File: src/rtl/vdb_pkg.sv
package vdb_pkg;
  // Per-processor control flags kept in each slot
  typedef struct packed {
    logic       run;    // currently scheduled
    logic       dben;   // doorbell-enable from last deschedule
    logic       fired;  // doorbell already raised this idle period
    logic       pend;   // doorbell pending
    logic       req;    // awaiting emission on the output port
    logic       idv;    // doorbell ID mapped
    logic [1:0] grp;    // group enables captured at schedule
  } vp_flags_t;

  localparam vp_flags_t VP_FLAGS_RESET = '{
    run: 1'b0, dben: 1'b1, fired: 1'b0, pend: 1'b0,
    req: 1'b0, idv: 1'b0, grp: 2'b11
  };
endpackage

File: src/rtl/vdb_lowest_arb.sv
module vdb_lowest_arb #(
  parameter int N = 16,
  localparam int IW = (N > 1) ? $clog2(N) : 1
) (
  input  logic          clk,
  input  logic          rst,
  input  logic [N-1:0]  req,
  output logic [N-1:0]  grant,
  output logic [IW-1:0] idx,
  output logic          any
);
  always_comb begin
    grant = '0;
    idx   = '0;
    for (int i = N - 1; i >= 0; i--) begin
      if (req[i]) begin
        grant = '0;
        grant[i] = 1'b1;
        idx   = IW'(i);
      end
    end
    any = |req;
  end

  AST_ONE_GRANT: assert property (@(posedge clk) disable iff (rst)
    $onehot0(grant)) else $error("more than one grant");
  AST_GRANT_LOWEST: assert property (@(posedge clk) disable iff (rst)
    any |-> ((req & (grant - N'(1))) == '0)) else $error("grant not lowest");
endmodule

File: src/rtl/vdb_vp_slot.sv
module vdb_vp_slot
  import vdb_pkg::*;
#(
  parameter int LANES = 2,
  parameter int ID_W  = 16
) (
  input  logic             clk,
  input  logic             rst,
  input  logic             sched_hit,
  input  logic             sched_run,
  input  logic             sched_dben,
  input  logic [1:0]       sched_grp,
  input  logic             map_hit,
  input  logic             map_set,
  input  logic [ID_W-1:0]  map_id,
  input  logic [LANES-1:0] lane_hit,
  input  logic [LANES-1:0] lane_ok,
  input  logic [LANES-1:0] lane_grp,
  input  logic             ack_hit,
  input  logic             grant,
  output logic             req_o,
  output logic             pend_o,
  output logic [ID_W-1:0]  id_o
);
  vp_flags_t        flags_q, flags_d;
  logic [ID_W-1:0]  id_q;
  logic [LANES-1:0] lane_fire;
  logic             fire;

  // A lane qualifies when it targets this slot, the interrupt is enabled
  // and pending, and its group was enabled at the last schedule.
  for (genvar l = 0; l < LANES; l++) begin : g_lane
    assign lane_fire[l] = lane_hit[l] && lane_ok[l] &&
                          (lane_grp[l] ? flags_q.grp[1] : flags_q.grp[0]);
  end

  assign fire = (|lane_fire) && !flags_q.run && flags_q.dben &&
                flags_q.idv && !flags_q.fired;

  always_comb begin
    flags_d = flags_q;
    if (grant) flags_d.req = 1'b0;
    if (map_hit) flags_d.idv = map_set;
    if (sched_hit) begin
      if (sched_run) begin
        flags_d.run   = 1'b1;
        flags_d.grp   = sched_grp;
        flags_d.pend  = 1'b0;
        flags_d.req   = 1'b0;
        flags_d.fired = 1'b0;
      end else begin
        flags_d.dben = sched_dben;
        if (flags_q.run) begin
          flags_d.run   = 1'b0;
          flags_d.fired = 1'b0;
        end
      end
    end else if (map_hit && !map_set) begin
      flags_d.pend = 1'b0;
      flags_d.req  = 1'b0;
    end else if (fire) begin
      flags_d.fired = 1'b1;
      flags_d.pend  = 1'b1;
      flags_d.req   = 1'b1;
    end else if (ack_hit) begin
      flags_d.pend = 1'b0;
    end
  end

  always_ff @(posedge clk) begin
    if (rst) begin
      flags_q <= VP_FLAGS_RESET;
      id_q    <= '0;
    end else begin
      flags_q <= flags_d;
      if (map_hit && map_set) id_q <= map_id;
    end
  end

  assign req_o  = flags_q.req;
  assign pend_o = flags_q.pend;
  assign id_o   = id_q;

  AST_NO_FIRE_RUNNING: assert property (@(posedge clk) disable iff (rst)
    $rose(flags_q.pend) |-> !flags_q.run) else $error("doorbell while running");
  AST_NEEDS_ID: assert property (@(posedge clk) disable iff (rst)
    $rose(flags_q.pend) |-> $past(flags_q.idv)) else $error("doorbell without id");
  AST_SINGLE_SHOT: assert property (@(posedge clk) disable iff (rst)
    (flags_q.fired && !sched_hit) |=> !$rose(flags_q.pend)) else $error("second doorbell");
  AST_SCHED_CLEARS: assert property (@(posedge clk) disable iff (rst)
    (sched_hit && sched_run) |=> (!flags_q.pend && !flags_q.req)) else $error("schedule left pending");
  AST_ACK_CLEARS: assert property (@(posedge clk) disable iff (rst)
    (ack_hit && flags_q.pend && !sched_hit && !map_hit) |=> !flags_q.pend) else $error("ack ignored");
endmodule

File: src/rtl/vdb_gen.sv
module vdb_gen
  import vdb_pkg::*;
#(
  parameter int NUM_VP = 16,
  parameter int LANES  = 2,
  parameter int ID_W   = 16
) (
  input  logic                              clk,
  input  logic                              rst,
  input  logic                              sched_valid,
  input  logic [$clog2(NUM_VP)-1:0]         sched_vp,
  input  logic                              sched_run,
  input  logic                              sched_dben,
  input  logic [1:0]                        sched_grp,
  input  logic                              map_valid,
  input  logic [$clog2(NUM_VP)-1:0]         map_vp,
  input  logic                              map_set,
  input  logic [ID_W-1:0]                   map_id,
  input  logic [LANES-1:0]                  vint_valid,
  input  logic [LANES*$clog2(NUM_VP)-1:0]   vint_vp,
  input  logic [LANES-1:0]                  vint_en,
  input  logic [LANES-1:0]                  vint_pend,
  input  logic [LANES-1:0]                  vint_grp,
  input  logic                              ack_valid,
  input  logic [$clog2(NUM_VP)-1:0]         ack_vp,
  output logic                              db_valid,
  output logic [$clog2(NUM_VP)-1:0]         db_vp,
  output logic [ID_W-1:0]                   db_id,
  output logic [NUM_VP-1:0]                 db_pending
);
  localparam int VP_W = $clog2(NUM_VP);

  logic [NUM_VP-1:0] req_vec, grant_vec;
  logic [ID_W-1:0]   id_tab [NUM_VP];
  logic [VP_W-1:0]   grant_idx;
  logic              grant_any;
  logic [LANES-1:0]  lane_ok;

  assign lane_ok = vint_en & vint_pend;

  for (genvar v = 0; v < NUM_VP; v++) begin : g_vp
    logic [LANES-1:0] lane_hit;
    for (genvar l = 0; l < LANES; l++) begin : g_dec
      assign lane_hit[l] = vint_valid[l] &&
                           (vint_vp[l*VP_W +: VP_W] == VP_W'(v));
    end

    vdb_vp_slot #(.LANES(LANES), .ID_W(ID_W)) u_slot (
      .clk        (clk),
      .rst        (rst),
      .sched_hit  (sched_valid && (sched_vp == VP_W'(v))),
      .sched_run  (sched_run),
      .sched_dben (sched_dben),
      .sched_grp  (sched_grp),
      .map_hit    (map_valid && (map_vp == VP_W'(v))),
      .map_set    (map_set),
      .map_id     (map_id),
      .lane_hit   (lane_hit),
      .lane_ok    (lane_ok),
      .lane_grp   (vint_grp),
      .ack_hit    (ack_valid && (ack_vp == VP_W'(v))),
      .grant      (grant_vec[v]),
      .req_o      (req_vec[v]),
      .pend_o     (db_pending[v]),
      .id_o       (id_tab[v])
    );
  end

  vdb_lowest_arb #(.N(NUM_VP)) u_arb (
    .clk   (clk),
    .rst   (rst),
    .req   (req_vec),
    .grant (grant_vec),
    .idx   (grant_idx),
    .any   (grant_any)
  );

  always_ff @(posedge clk) begin
    if (rst) begin
      db_valid <= 1'b0;
      db_vp    <= '0;
      db_id    <= '0;
    end else begin
      db_valid <= grant_any;
      db_vp    <= grant_idx;
      db_id    <= id_tab[grant_idx];
    end
  end

  AST_OUT_IS_PENDING_OR_CLEARED: assert property (@(posedge clk) disable iff (rst)
    grant_any |=> db_valid) else $error("grant not emitted");
  AST_RESET_QUIET: assert property (@(posedge clk)
    $past(rst) |-> (!db_valid && db_pending == '0)) else $error("not quiet after reset");
endmodule

File: config.mk
export PLATFORM = sky130hd
export DESIGN_NAME = vdb_gen
export DESIGN_NICKNAME = d
export VERILOG_FILES = /design/src/rtl/vdb_pkg.sv /design/src/rtl/vdb_lowest_arb.sv /design/src/rtl/vdb_vp_slot.sv /design/src/rtl/vdb_gen.sv
export SDC_FILE = /design/constraint.sdc
export NUM_CORES = 1
export LEC_CHECK = 0
export ABC_AREA = 1
export CORE_MARGIN = 10
export CORE_UTILIZATION = 55
export CTS_CLUSTER_SIZE = 12
export DETAILED_ROUTE_END_ITERATION = 8
export GPL_ROUTABILITY_DRIVEN = 0
export GPL_TIMING_DRIVEN = 0
export MAX_ROUTING_LAYER = met4
export PLACE_DENSITY = 0.73
export SETUP_SLACK_MARGIN = 0.3
export SLEW_MARGIN = 20
export SYNTH_ARGS = -nofsm -noshare
export SYNTH_HDL_FRONTEND = slang
export SYNTH_HIERARCHICAL = 1
export SYNTH_SLANG_ARGS = --single-unit
File: constraint.sdc
create_clock -name clk -period 1.9 [get_ports clk]
set_input_delay 0.38 -clock clk [delete_from_list [all_inputs] [get_ports clk]]
set_output_delay 0.38 -clock clk [all_outputs]
set_load 0.005 [all_outputs]
Yosys cells after proc, flatten, opt, wreduce, memory -nomap -nowiden --
Cells that the tools add are included.
Cells by class: order comparisons 1, shifts and indexed selects 0, divide/modulo/power cells 0, reduce and logical (&&, ||, !) cells 391, muxes and demuxes 244, bitwise gates (word level) 3, equality and inequality tests 123, add/sub/neg operators 0, multiply operators 0
Operator list (count):
- 2-to-1 mux 16 bit | 18
- logical AND 1 bit | 240
- 2-to-1 mux 1 bit | 161
- equality test 4 bit, second input constant | 40
- AND reduction 2 bit | 48
- equality test 4 x 3 -> 1 bit, second input constant | 20
- binary-select mux 16 bit (select 4 bit) | 1
- 2-to-1 mux 2 bit | 32
- 2-to-1 mux 4 bit | 16
- nonzero test 4 bit | 16
- 2-to-1 mux 3 bit | 16
- inequality test 3 bit, second input constant | 16
- AND reduction 3 bit | 16
- equality test 4 x 2 -> 1 bit, second input constant | 10
- logical NOT 1 bit | 33
- inequality test 2 x 1 -> 1 bit, second input constant | 16
- inequality test 2 bit, second input constant | 16
- nonzero test 2 bit | 16
- OR reduction 2 bit | 16
- equality test 4 x 1 -> 1 bit, second input constant | 5
- logical NOT 4 bit | 5
- OR reduction 16 bit | 1
- greater-or-equal comparator 5 bit, second input constant | 1
- inverter 4 -> 5 bit | 1
- 2 further kinds | 2
Word-level totals: bits in latches 0, bits in writable memories 0, memories 0, word-level logic and storage cells 893, register bits after elaboration 405, input port bits 54, output and inout bits 37, bits in read-only memories 0

Depth between registers and ports, before layout --
Gate-level depths: netlist of run 1.
word-level depth 20, depth in mapped cells 18, depth with buffers taken out 16

Cells and area by module --
Netlist of run 1, hierarchy kept.
By module, submodules not included:
- vdb_vp_slot | area each 943.4 um^2, seq. area each 480.5 um^2, cells each 128, instances 16
- vdb_gen | area each 4120.2 um^2, seq. area each 420.4 um^2, cells each 920, instances 1
- vdb_lowest_arb | area each 395.4 um^2, seq. area each 0.0 um^2, cells each 79, instances 1

Worst setup path after synthesis of run 1 --
Ideal clock, no wire load.
path kind register to register, start point register g_vp[12].u_slot.flags_q (netlist bit g_vp[12].u_slot/req_o), end point register db_id[11], clock period less this slack 1.725 ns, path buffers 2, required time 1.768 ns, stages on the path, launching flop included 18, arrival time 1.593 ns, setup slack 0.175 ns, library setup time 0.132 ns, path through dfxtp_1 > inv_2 > a21oi_1 > nand2_1 > nand2_1 > nand2_1 > nand2_1 > nand2_1 > nand2_1 > nand2_1 > inv_2 > buf_2 > buf_2 > nand2_1 > nand3_1 > nand3_1 > nand3_1 > a21oi_1
Between the ends: longest elaborated chain between the ends 17
RTL lines:
- from (decl) | RTL line vdb_vp_slot.sv:25 | vp_flags_t flags_q, flags_d;
- from (signal assigned) | RTL line vdb_vp_slot.sv:75 | flags_q <= flags_d;
- 2-to-1 mux 4 bit (13 in series) | RTL line vdb_lowest_arb.sv:16 | if (req[i]) begin
- via grant_idx[0] | RTL line vdb_gen.sv:35 | logic [VP_W-1:0] grant_idx;
- inverter 4 -> 5 bit (implied by the code) | RTL line vdb_gen.sv:86 | db_id <= id_tab[grant_idx];
- binary-select mux 16 bit (select 4 bit) | RTL line vdb_gen.sv:86
- 2-to-1 mux 16 bit (implied by the code) (2 in series) | RTL line vdb_gen.sv:86
- to (signal assigned) | RTL line vdb_gen.sv:86
- to (decl) | RTL line vdb_gen.sv:28 | output logic [ID_W-1:0] db_id,
The timed path passes the listed nets, and every way through them passes these cells. The select of a mux whose other input is x is not followed. A chain may end at the register's enable or synchronous reset.

Worst setup path in the final report of run 1 --
start point register g_vp[12].u_slot.flags_q (netlist bit g_vp[12].u_slot/req_o), end point register db_id[6]
Same word-level chain as after synthesis.

==> flow_metrics.env, run 1 <==
export IMPL_status="complete, but fails checks"
export IMPL_violations="setup timing"
export IMPL_switching_power_mw=4.36
export IMPL_core_area_um2=35400
export IMPL_vias=20344
export IMPL_grt_pass1_vias=18450
export IMPL_synth_enable_flop_cells=0
export IMPL_ir_drop_uv=757
export IMPL_critical_path_required_ps=2260
export IMPL_nets=3261
export IMPL_synth_avg_cell_area_um2=6.44
export IMPL_dp_hpwl_um=47500
export IMPL_rsz0062_at_grt="yes"
export IMPL_wl_um=66700
export IMPL_hold_class="in -> reg"
export IMPL_place_area_um2=21200
export IMPL_arrival_ps=2650
export IMPL_hold_viol=0
export IMPL_drv_cap=0
export IMPL_async_flop_share_pct=0
export IMPL_holdWs_ps=386
export IMPL_die_h_um=209
export IMPL_path_class="reg -> reg"
export IMPL_end_kind="flop"
export IMPL_p_sw_share_pct=24.4
export IMPL_die_area_um2=43600
export IMPL_crit_fanout=10
export IMPL_die_w_um=209
export IMPL_period_minus_slack_ps=2290
export IMPL_finClkSkew_ps=12.6
export IMPL_synthesis_area_um2=19600
export IMPL_clock_sinks=405
export IMPL_syn_num_nets=3101
export IMPL_grt_max_degree=57
export IMPL_period_share_pct=120
export IMPL_grt_use_total_pct=29.2
export IMPL_cts_buffers=43
export IMPL_wl_per_cell_um=18.1
export IMPL_drive_gt1_share_pct=14.8
export IMPL_synth_warnings=6
export IMPL_p_clk_share_pct=44.9
export IMPL_ios=91
export IMPL_max_slew_margin_pct=30.0
export IMPL_clock_latency_ps=560
export IMPL_setup_viol=16
export IMPL_powerDensity_nw_per_um2=742
export IMPL_grt_pass1_wl_um=99700
export IMPL_start_util_pct=55.4
export IMPL_ctsRootBufferMaster="clkbuf_16"
export IMPL_antenna_found_initial=2
export IMPL_critPathLaunchType="flop"
export IMPL_cts_buffer_depth=3
export IMPL_fin_ws_ps=-387
export IMPL_cellLeakagePower_nw=10.7
export IMPL_timing_fmax_ghz=0.437
export IMPL_drtIter0Drc=2066
export IMPL_port_buffers=90
export IMPL_yosys_cell_types_count=31
export IMPL_intPower_mw=13.5
export IMPL_ys_ff_latch=405
export IMPL_grt_ovfl_total=0
export IMPL_syn_inst=3047
export IMPL_drtPass1Iterations=8
export IMPL_via_per_inst=5.50
export IMPL_clkTransAtPathRegs_ps=60
export IMPL_worst_pin_slew_ps=1050
export IMPL_nFillCells=3201
export IMPL_htreeDepth=2
export IMPL_ant_nets=0
export IMPL_seqPwrFrac_pct=48.2
export IMPL_seq_area_frac_synth_pct=41.3
export IMPL_finish_instance_area_um2=24100
export IMPL_rows=69
export IMPL_combPwrFrac_pct=6.8
export IMPL_synthToLayoutAreaGrowth_pct=23.1
export IMPL_drc=0
export IMPL_cts_tree="built"
export IMPL_synth_flop_cell="dfxtp_1"
export IMPL_slew_viol_final=0
## per-layer routing
metal	vias up	global-route usage (%)	wire length, um	share of wire, %
li1	9857	-	-	-
met4	0	17.8	4610	6.9
met3	232	3.55	5460	8.2
met5	-	-	0	0
met1	9323	35.1	26700	40
met2	932	46.3	29900	45
## state kept, by name, indices dropped and copies added (netlist names)
signal and count:
g_vp.u_slot/req_o 16, g_vp.u_slot/flags_q 96, db_id 16, db_vp 4, db_valid 1, g_vp.u_slot/id_o 256, g_vp.u_slot/pend_o 16
## layout make-up
type	instances	area, um^2	share of cell area, %
multi-input combinational	2174	10500	43.3
sequential	405	8140	33.7
inverter	365	1430	5.91
clock buffer	65	1270	5.27
timing repair buffer	115	1130	4.70
buffer	103	1090	4.50
tap	461	577	2.39
clock inverter	8	40.0	0.166
antenna	1	2.50	0.0104
## cells in the final DEF, fill, tap and decap left out, types with 8 or more instances in the layout
master,instances
nand2_1,783
inv_2,38
o211ai_1,32
dlygate4sd2_1,40
o21ai_0,256
clkbuf_1,14
clkbuf_8,25
nand4_1,16
nand2_2,41
nor3_4,15
nand2_4,14
buf_6,18
nand3_1,141
dfxtp_1,391
clkinv_2,8
inv_1,310
a211oi_1,16
nand3_2,63
dfxtp_2,9
buf_8,8
buf_12,15
buf_2,29
nor2_2,26
nor2_4,29
nand3b_1,18
or2_1,16
a21oi_2,9
inv_4,9
clkbuf_2,8
clkdlybuf4s50_1,41
clkbuf_16,50
buf_4,28
a21oi_1,69
and3_1,17
nor2_1,587
## path summary, 6_finish.rpt
path	cells past startpoint	to	from	slack (ps)
min	2	g_vp[4].u_slot/req_o	rst	390
min reg2reg	2	g_vp[9].u_slot/pend_o	g_vp[9].u_slot/pend_o	460
max reg2reg	17	db_id[6]	g_vp[12].u_slot/req_o	-390
max	17	db_id[6]	g_vp[12].u_slot/req_o	-390
## through the flow
step	instances	TNS (ps)	setup WS, ps	power [mW]	util (%)
final	3697	-5580	-387	17.9	68.2
after global routing	3697	-6330	-444	18.4	68.2
after global placement	3598	-1156070	-3280	9.90	59.9
after floorplan	3047	0	288	9.40	-
after CTS	3683	-3990	-280	17.9	65.4
after detailed placement	3599	-237140	-899	9.92	59.9
## what timing repair did
action	in CTS	in global routing
setup endpoints to repair	389	186
gates cloned	2	5
setup buffers	9	8
gates resized for setup	207	230
pin swaps	10	43
hold buffers	0	0
## Yosys cell counts (17+ instances only)
| cell type | instances | area (um^2) |
|---|---|---|
| nand3_1 | 207 | 1040 |
| dfxtp_1 | 405 | 8110 |
| nand3b_1 | 18 | 135 |
| nand2_1 | 836 | 3140 |
| inv_1 | 321 | 1200 |
| nor3_1 | 26 | 130 |
| nor2_2 | 20 | 125 |
| o21ai_0 | 256 | 1280 |
| buf_2 | 54 | 270 |
| and3_1 | 17 | 106 |
| nor2_1 | 605 | 2270 |
| nor2_4 | 17 | 191 |
| inv_2 | 39 | 146 |
| o211ai_1 | 32 | 240 |
| a21oi_1 | 85 | 425 |
## worst max-delay path, stage by stage, from the launching register on
cell and delay [ps]:
dfxtp_4 380, inv_4 50, a21oi_2 130, nand2_1 70, nand2_1 90, nand2_2 110, nand2_2 90, nand2_2 50
nand2_2 90, nand2_4 100, inv_6 110, clkbuf_16 190, buf_12 140, nand2_1 50, nand3_1 90, nand3_2 140
nand3_2 120, a21oi_2 90
## power by group through the flow
stage                     combinational [mW]  sequential [mW]  clock [mW]
after global placement                  1.08             8.82           0
after floorplan                        0.580             8.82           0
after global routing                    1.33             8.64        8.42
after detailed placement                1.09             8.83           0
final                                   1.22             8.64        8.04
after CTS                               1.12             8.64        8.11
## kinds of logic after synthesis
| kind of cell | after synthesis | synth area share, % |
|---|---|---|
| AND/OR/NAND/NOR | 1785 | 37.8 |
| buffers and inverters | 468 | 10.3 |
| flip-flops | 405 | 41.3 |
| AO/OA/AOI/OAI | 389 | 10.5 |
(Power assumes the default switching activity.)
==> run 2, diff against run 1 <==
Settings changed: CAP_MARGIN from default to 20, CORE_MARGIN 10 to default.
==> run 2 against run 1 <==
The flow still finishes with violations (setup timing). Sequential power about the same. Cell count up 0.19%. Combinational power about the same. Clock power up 12%. Global-route usage up 8.4 points. Highest routed layer unchanged. Utilization up 2.9 points. Maximum frequency up 4.1%. Via count up 1.5%.
==> flow_metrics.env, run 2 (synthesis results as in run 1) <==
export IMPL_p_sw_share_pct=23.7
export IMPL_stdcell_count=3704
export IMPL_cts_buffer_depth=3
export IMPL_via_per_inst=5.57
export IMPL_htreeDepth=2
export IMPL_grt_pass1_wl_um=102000
export IMPL_end_kind="flop"
export IMPL_synthToLayoutAreaGrowth_pct=26.1
export IMPL_core_area_um2=34800
export IMPL_grt_ovfl_total=0
export IMPL_nets=3272
export IMPL_worstHoldStart="rst"
export IMPL_worst_pin_slew_ps=1080
export IMPL_rows=68
export IMPL_clkTransAtPathRegs_ps=60
export IMPL_r2r_start="g_vp[12].u_slot/req_o"
export IMPL_seqPwrFrac_pct=45.8
export IMPL_max_slew_margin_pct=27.8
export IMPL_status="complete, but fails checks"
export IMPL_fin_ws_ps=-298
export IMPL_port_buffers=90
export IMPL_ir_drop_uv=824
export IMPL_drv_cap=0
export IMPL_antenna_found_initial=1
export IMPL_combPwrFrac_pct=6.5
export IMPL_die_h_um=191
export IMPL_largest_register_ffs=256
export IMPL_cts_hold_buf=0
export IMPL_intPower_mw=14.4
export IMPL_cts_tree="built"
export IMPL_critPathLaunchType="flop"
export IMPL_drtIter0Drc=2135
export IMPL_crit_fanout=7
export IMPL_drive_gt1_share_pct=15.3
export IMPL_powerDensity_nw_per_um2=763
export IMPL_switching_power_mw=4.48
export IMPL_arrival_ps=2670
export IMPL_dp_hpwl_um=46700
export IMPL_finClkSkew_ps=16.5
export IMPL_start_util_pct=56.4
export IMPL_die_area_um2=36400
export IMPL_clock_latency_ps=580
export IMPL_rsz0062_at_grt="yes"
export IMPL_hold_viol=0
export IMPL_utilization_pct=71.1
export IMPL_layout_commonest_cell="nand2_1"
export IMPL_hold_class="in -> reg"
export IMPL_rrSetupSlack_ps=-300
export IMPL_grt_max_degree=68
export IMPL_ctsRootBufferMaster="clkbuf_16"
export IMPL_critPathLaunch="g_vp[12].u_slot/req_o"
export IMPL_p_clk_share_pct=47.7
export IMPL_placed_cells=3593
export IMPL_grt_pass1_vias=18780
export IMPL_p_total_mw=18.9
export IMPL_ios=91
export IMPL_slew_viol_final=0
export IMPL_period_share_pct=116
export IMPL_violations="setup timing"
export IMPL_drc=0
export IMPL_wl_per_cell_um=18.3
export IMPL_die_w_um=191
export IMPL_grt_use_total_pct=37.7
export IMPL_wl_um=67900
export IMPL_cts_buffers=45
export IMPL_timing_fmax_ghz=0.455
export IMPL_setup_viol=16
export IMPL_clock_sinks=405
export IMPL_period_minus_slack_ps=2200
export IMPL_drtPass1Iterations=8
export IMPL_cellLeakagePower_nw=11.4
export IMPL_holdWs_ps=244
export IMPL_path_class="reg -> reg"
export IMPL_layout_common_cells="789 x nand2_1, 587 x nor2_1, 392 x dfxtp_1, 311 x inv_1, 256 x o21ai_0"
export IMPL_nFillCells=2850
export IMPL_vias=20643
export IMPL_antenna_cells=0
export IMPL_ant_nets=0
export IMPL_critical_path_required_ps=2370
-- run 2: what timing repair did --
action,CTS,global route
buffers inserted,20,1
gates cloned,7,5
endpoints found under the setup margin,388,218
pin swaps,20,45
gates resized for setup,277,196
hold endpoints to repair,0,0
-- run 2: path summary, 6_finish.rpt --
kind	to	cells after the start
worst max-delay path	db_id[5]	18
worst min-delay path	g_vp[6].u_slot/flags_q[5]	2
worst max register to register	db_id[5]	18
worst min register to register	g_vp[8].u_slot/pend_o	2
-- run 2: layer usage --
layer | track usage [%] | routed length [um] | vias up
met5 | - | 0 | -
met4 | 27.8 | 5610 | 0
met3 | 5.24 | 5470 | 321
met2 | 57.8 | 30200 | 993
met1 | 45.1 | 26600 | 9445
li1 | - | - | 9884
-- run 2: power groups by stage --
stage | Combinational (mW) | Sequential (mW) | Clock, mW
2_1_floorplan | 0.580 | 8.82 | 0
3_3_place_gp | 1.08 | 8.82 | 0
3_5_place_dp | 1.09 | 8.83 | 0
4_1_cts | 1.15 | 8.64 | 9.05
5_1_grt | 1.35 | 8.64 | 9.41
6_report | 1.24 | 8.64 | 9.00
-- run 2: stage by stage --
stage | cell area (um^2) | setup TNS, ps | setup WS (ps)
5_1_grt | 24700 | -5760 | -393
3_5_place_dp | 21200 | -238020 | -920
3_3_place_gp | 21200 | -1177350 | -3370
6_report | 24700 | -4130 | -298
2_1_floorplan | 19700 | 0 | 288
4_1_cts | 23900 | -3660 | -279
-- run 2: final cells by class --
type / instances / area, um^2 / area share, %
well taps: 455 / 569 / 2.30
clock inverters: 11 / 188 / 0.759
flip-flops and latches: 405 / 8130 / 32.9
multi-input cells: 2175 / 10500 / 42.4
clock buffers: 67 / 1310 / 5.30
repair buffers: 123 / 1390 / 5.62
inverters: 365 / 1450 / 5.87
plain buffers: 103 / 1210 / 4.91
-- run 2: critical path: stages, from the launching register on --
cell and delay (ps):
dfxtp_4 360, inv_4 60, nand3_2 80, nand2_2 70, nand2_2 70, nand2_4 90
nand2_2 60, nand2_2 80, nand2_4 80, nand2_8 130, clkinv_8 90, buf_16 160
buf_12 140, buf_12 130, nand2_2 50, nand3_2 70, nand3_2 70, nand3_2 70
a21oi_2 230
